===== src/rtl/dmac16_pkg.sv =====
package dmac16_pkg;

    typedef enum logic {
        OP_SUM  = 1'b0,
        OP_DIFF = 1'b1
    } dmac_op_e;

    // Signed add overflow: equal addend signs, different sum sign.
    function automatic logic add_ovf(input logic a_msb, input logic b_msb, input logic s_msb);
        return (a_msb == b_msb) && (s_msb != a_msb);
    endfunction

endpackage


===== src/rtl/dmac16_halfmul.sv =====
module dmac16_halfmul #(
    parameter int HALF_W = 16
) (
    input  logic [HALF_W-1:0]   x_in,
    input  logic [HALF_W-1:0]   y_in,
    output logic [2*HALF_W-1:0] prod_out
);
    localparam int PROD_W = 2 * HALF_W;

    logic signed [PROD_W-1:0] x_ext;
    logic signed [PROD_W-1:0] y_ext;

    always_comb begin
        x_ext    = {{HALF_W{x_in[HALF_W-1]}}, x_in};
        y_ext    = {{HALF_W{y_in[HALF_W-1]}}, y_in};
        prod_out = x_ext * y_ext;
    end
endmodule


===== src/rtl/dmac16_combine.sv =====
module dmac16_combine
    import dmac16_pkg::*;
#(
    parameter int DATA_W = 32
) (
    input  logic [DATA_W-1:0] prod_lo,
    input  logic [DATA_W-1:0] prod_hi,
    input  logic [DATA_W-1:0] acc_val,
    input  dmac_op_e          op_sel,
    input  logic              acc_on,
    output logic [DATA_W-1:0] total_out,
    output logic              ovf_out
);
    localparam int MSB = DATA_W - 1;

    logic [DATA_W-1:0] pair_d;
    logic              pair_ovf_d;
    logic              acc_ovf_d;

    always_comb begin
        if (op_sel == OP_DIFF) begin
            pair_d     = prod_lo - prod_hi;
            pair_ovf_d = 1'b0;
        end else begin
            pair_d     = prod_lo + prod_hi;
            pair_ovf_d = add_ovf(prod_lo[MSB], prod_hi[MSB], pair_d[MSB]);
        end

        total_out = acc_on ? (pair_d + acc_val) : pair_d;
        acc_ovf_d = acc_on && (op_sel == OP_SUM)
                    && add_ovf(pair_d[MSB], acc_val[MSB], total_out[MSB]);
        ovf_out   = pair_ovf_d | acc_ovf_d;
    end
endmodule


===== src/rtl/dmac16_unit.sv =====
module dmac16_unit
    import dmac16_pkg::*;
#(
    parameter int HALF_W = 16
) (
    input  logic                clk,
    input  logic                rst_n,
    input  logic                in_valid,
    input  logic [2*HALF_W-1:0] op_a,
    input  logic [2*HALF_W-1:0] op_b,
    input  logic [2*HALF_W-1:0] acc_in,
    input  logic                sub_sel,
    input  logic                acc_en,
    input  logic                q_clear,
    output logic [2*HALF_W-1:0] res_out,
    output logic                res_valid,
    output logic                q_flag
);
    localparam int DATA_W = 2 * HALF_W;
    localparam int LANES  = 2;

    typedef struct packed {
        logic [DATA_W-1:0] res;
        logic              vld;
        logic              q;
    } st_t;

    st_t st_d, st_q;

    logic [DATA_W-1:0] prod_w [LANES];
    logic [DATA_W-1:0] comb_res_w;
    logic              comb_ovf_w;

    for (genvar g = 0; g < LANES; g++) begin : g_lane
        dmac16_halfmul #(.HALF_W(HALF_W)) u_mul (
            .x_in     (op_a[g*HALF_W +: HALF_W]),
            .y_in     (op_b[g*HALF_W +: HALF_W]),
            .prod_out (prod_w[g])
        );
    end

    dmac16_combine #(.DATA_W(DATA_W)) u_comb (
        .prod_lo   (prod_w[0]),
        .prod_hi   (prod_w[1]),
        .acc_val   (acc_in),
        .op_sel    (dmac_op_e'(sub_sel)),
        .acc_on    (acc_en),
        .total_out (comb_res_w),
        .ovf_out   (comb_ovf_w)
    );

    always_comb begin
        st_d     = st_q;
        st_d.vld = in_valid;
        if (in_valid) begin
            st_d.res = comb_res_w;
            if (comb_ovf_w) st_d.q = 1'b1;
        end
        if (q_clear) st_d.q = 1'b0;
    end

    always_ff @(posedge clk) begin
        if (!rst_n) st_q <= '0;
        else        st_q <= st_d;
    end

    assign res_out   = st_q.res;
    assign res_valid = st_q.vld;
    assign q_flag    = st_q.q;

    a_r9_valid_follows: assert property (@(posedge clk) disable iff (!rst_n)
        in_valid |=> res_valid);
    a_r9_valid_pulse: assert property (@(posedge clk) disable iff (!rst_n)
        !in_valid |=> !res_valid);
    a_r11_hold_result: assert property (@(posedge clk) disable iff (!rst_n)
        !in_valid |=> $stable(res_out));
    a_r8_sticky: assert property (@(posedge clk) disable iff (!rst_n)
        (q_flag && !q_clear) |=> q_flag);
    a_r8_clear_wins: assert property (@(posedge clk) disable iff (!rst_n)
        q_clear |=> !q_flag);
    a_r7_diff_no_set: assert property (@(posedge clk) disable iff (!rst_n)
        (in_valid && sub_sel && !q_flag && !q_clear) |=> !q_flag);
    a_r11_idle_no_set: assert property (@(posedge clk) disable iff (!rst_n)
        (!in_valid && !q_flag) |=> !q_flag);
    a_r5_ovf_sets_q: assert property (@(posedge clk) disable iff (!rst_n)
        (in_valid && comb_ovf_w && !q_clear) |=> q_flag);
endmodule


===== config.mk =====
export PLATFORM = sky130hd
export DESIGN_NAME = dmac16_unit
export DESIGN_NICKNAME = d
export VERILOG_FILES = /design/src/rtl/dmac16_pkg.sv /design/src/rtl/dmac16_halfmul.sv /design/src/rtl/dmac16_combine.sv /design/src/rtl/dmac16_unit.sv
export SDC_FILE = /design/constraint.sdc
export NUM_CORES = 2
export LEC_CHECK = 0
export CORE_AREA = 2 2 296 298
export DETAILED_ROUTE_END_ITERATION = 10
export DIE_AREA = 0 0 298 300
export PLACE_DENSITY_LB_ADDON = 0.1
export SLEW_MARGIN = 10
export SYNTH_ARGS = -nofsm -noshare
export SYNTH_HDL_FRONTEND = slang
export SYNTH_SLANG_ARGS = --single-unit

===== constraint.sdc =====
create_clock -name clk -period 11.9 [get_ports clk]
set_input_delay 2.38 -clock clk [delete_from_list [all_inputs] [get_ports clk]]
set_output_delay 2.38 -clock clk [all_outputs]
set_load 0.005 [all_outputs]

==> Implementation_results.wiki <==
{| class="wikitable"
! Metric !! Value
|-
| Count of state elements after synthesis || 34
|-
| Yosys synthesis warning count || 0
|-
| Via count || ~21000
|-
| Endpoint kind of the worst setup timing path || flop
|-
| Area share of the largest cell type after synthesis || between 40% and 50%
|-
| CP max-delay cell || sky130_fd_sc_hd__clkdlybuf4s50_1
|-
| GRT Total Usage || around 17%
|-
| HPWL after DPL || around 66000 µm
|-
| Layout overhead on the synthesized area || 19.7%
|-
| Most common cell after layout, fill and taps aside || sky130_fd_sc_hd__inv_1
|-
| Number of max-slew violations in the final report || 0
|-
| Arrival time at the worst endpoint || between 10 and 15 ns
|-
| Hold WC Path Type || reg2reg
|-
| Most frequent cells in the layout || sky130_fd_sc_hd__inv_1 (672), sky130_fd_sc_hd__fa_1 (527), sky130_fd_sc_hd__nand2_1 (305), sky130_fd_sc_hd__buf_4 (274), sky130_fd_sc_hd__ha_1 (252)
|-
| Largest driver fanout on the critical path || 5
|-
| First DRT Iteration DRCs || 989
|-
| Final critical-path share of the clock period || 95.7%
|-
| Share of post-route cells with drive strength above 1 || roughly 11%
|-
| Synth Cell Area || roughly 0.026 mm²
|-
| Number of rows in the core area || about 110
|-
| Final Hold Viols || 0
|-
| Share of flip-flops with an asynchronous set or reset after synthesis || 0%
|-
| Pin count of the biggest net entering global routing || 55
|-
| Die Span X || between 200 and 300 µm
|-
| Post-Synthesis Net Count || 3890
|-
| Transition at the pin with the smallest max-transition slack || ~0.89 ns
|-
| R2R Path Start || q_flag$_SDFFE_PP0P_
|-
| Final-report setup violation count || 0
|-
| Worst path required time || 12.08 ns
|-
| Shortest period the worst path allows || about 11 ns
|-
| Worst clock skew on the final layout || 0 ns
|-
| Number of global-route vias before repair || approximately 22000
|-
| Largest incremental delay on the critical path || around 0.61 ns
|-
| H-Tree Depth || 2
|-
| Wire length of the first global-routing pass || 121000 µm
|-
| Quantity of I/O buffers inserted on ports || around 140
|-
| Full die area || just under 0.09 mm²
|-
| Number of standard cells after synthesis || 3003
|-
| Routed Wire Length || 74000 µm
|-
| Utilization after layout || a little over a third
|-
| Peak Freq || roughly 88 MHz
|-
| Setup slack, reg-to-reg || 10.87 ns
|-
| CP dominant cell by count || sky130_fd_sc_hd__fa_1
|-
| Clock latency at the later pin of the worst-skew pair || 0.29 ns
|-
| Worst slew slack as a fraction of its limit || between 40% and 50%
|-
| Post-CTS Hold Buffers || 0
|-
| Sort of element at the start of the critical path || input port
|-
| DRC Markers || 0
|-
| Clock sink count || 34
|-
| Status || complete, no violations
|-
| Depth of the worst register-to-register path || 4
|-
| Root cell of the clock tree || sky130_fd_sc_hd__clkbuf_16
|-
| Routability cong. || ~0.88
|-
| Average detailed-routed wire length per instance || between 15 and 20 µm
|-
| Ant. Diodes || 0
|-
| Worst Setup SP || op_a[27]
|-
| Standard cell core area || around 0.086 mm²
|-
| Unique cell type count in the Yosys netlist || just over 80
|-
| Initial cell density of the core || 29.8%
|-
| Maximum buffer depth of the clock tree || 2
|-
| Most used flip-flop cell after synthesis || sky130_fd_sc_hd__dfxtp_1
|-
| Post-detailed-route via-to-cell ratio || 4.66
|-
| Number of enable-type register cells in the synthesized netlist || 0
|-
| Total congestion overflow after global routing || 0
|-
| Syn avg cell area || between 8 and 9 µm²
|-
| Sequential fraction of the synthesis area || around 2.6%
|-
| Crit path kind || in2reg
|-
| Cell taking the most area after synthesis || sky130_fd_sc_hd__fa_1
|-
| # IOs || 136
|-
| Capturing element of the worst setup path || res_out[30]$_SDFFE_PN0P_
|-
| Worst R2R End || q_flag$_SDFFE_PP0P_
|-
| Count of antenna-violating nets left after detailed routing || 0
|-
| Count of TritonRoute iterations in the first routing pass || 5
|-
| Max Cap Viol || 0
|-
| Register clock-pin slew on the reported worst setup and hold paths || roughly 0.06 ns
|-
| Net total in the final layout || 4216
|-
| Synth top area cells || sky130_fd_sc_hd__fa_1 (41%), sky130_fd_sc_hd__ha_1 (13%), sky130_fd_sc_hd__inv_1 (9.8%), sky130_fd_sc_hd__and2_1 (5.9%), sky130_fd_sc_hd__nand2_1 (4.5%)
|-
| Overall die height || 300 µm
|-
| Initial antenna violation count || 0
|-
| Clock tree from TritonCTS || yes
|-
| TritonCTS buffer count || 5
|-
| Smallest hold slack || 0.485 ns
|}
[layer usage]
layer / vias up / GRT usage, % / share of wire [%]
met5: - / 0 / 0
met4: 0 / 4.15 / 2.7
met3: 60 / 0.708 / 2.6
met2: 372 / 28.7 / 48
met1: 10600 / 23.6 / 47
li1: 9881 / - / -
[state kept, by name, indices dropped and copies added (netlist names)]
signal and flops:
res_out 32, res_valid 1, q_flag 1
[cell families (layout without fill, tap and decap cells)]
family	Yosys count	count (layout)	synth area share [%]
adders and majority gates	785	785	53.6
DFF	34	34	2.65
buffers and inverters	776	1103	11.7
xor gates and xnor gates	129	129	4.39
and+or+nand+nor	823	823	15.7
AOI/OAI and AO/OA	442	442	11.4
muxes	14	14	0.545
[timing repair]
item                       4_1_cts  5_1_grt
setup endpoints to repair        0       12
gates resized for setup          0       82
setup buffers                    0        8
[Yosys cell counts, types with 28 or more instances]
| cell | number |
|---|---|
| sky130_fd_sc_hd__o21ai_0 | 76 |
| sky130_fd_sc_hd__inv_1 | 672 |
| sky130_fd_sc_hd__xor2_1 | 30 |
| sky130_fd_sc_hd__clkbuf_1 | 84 |
| sky130_fd_sc_hd__nand2_1 | 305 |
| sky130_fd_sc_hd__ha_1 | 258 |
| sky130_fd_sc_hd__fa_1 | 527 |
| sky130_fd_sc_hd__a21oi_1 | 119 |
| sky130_fd_sc_hd__and2_1 | 243 |
| sky130_fd_sc_hd__a211oi_1 | 28 |
| sky130_fd_sc_hd__dfxtp_1 | 34 |
| sky130_fd_sc_hd__a21o_1 | 54 |
| sky130_fd_sc_hd__xnor2_1 | 99 |
| sky130_fd_sc_hd__nand2b_1 | 35 |
| sky130_fd_sc_hd__nor3_1 | 29 |
| sky130_fd_sc_hd__nor2_1 | 122 |
[how the worst min path moves through the flow]
stage	startpoint	end	slack, ns	cells past startpoint
after floorplan	res_out[12]$_SDFFE_PN0P_	res_out[12]$_SDFFE_PN0P_	0.47	2
after global placement	res_out[12]$_SDFFE_PN0P_	res_out[12]$_SDFFE_PN0P_	0.47	2
after detailed placement	res_out[12]$_SDFFE_PN0P_	res_out[12]$_SDFFE_PN0P_	0.48	2
after CTS	res_out[12]$_SDFFE_PN0P_	res_out[12]$_SDFFE_PN0P_	0.49	2
after global routing	res_out[23]$_SDFFE_PN0P_	res_out[23]$_SDFFE_PN0P_	0.52	2
final	res_out[24]$_SDFFE_PN0P_	res_out[24]$_SDFFE_PN0P_	0.48	2
[metrics by stage]
stage                     setup WS (ns)  cell area [µm²]  std cells  TNS (ns)
after floorplan                   0.772            25700       3003         0
after global placement          -0.0982            30200       4469    -0.293
after detailed placement         -0.241            30200       4469    -0.944
after CTS                        0.0464            30400       4477         0
after global routing            -0.0197            30800       4485   -0.0341
final                             0.507            30800       4485         0
[cell type report]
cell class	instances	area [µm²]
Multi-Input combinational cell	2193	22300
Clock buffer	5	125
Inverter	676	2540
Sequential cell	34	681
Timing Repair Buffer	419	3660
Tap cell	1155	1450
Fill cell	9097	55400
Clock inverter	3	68.8
[critical path: cells and delay by family]
family	cells	cell delay (ns)
adders and majority gates	9	4.02
AOI/OAI and AO/OA	17	2.84
and+or+nand+nor	7	1.10
buffers and inverters	5	0.93
xor gates and xnor gates	2	0.27
Power is left out: the tool's default activity adds up to more than one toggle a clock period on the data nets, which glitch-free logic cannot reach.
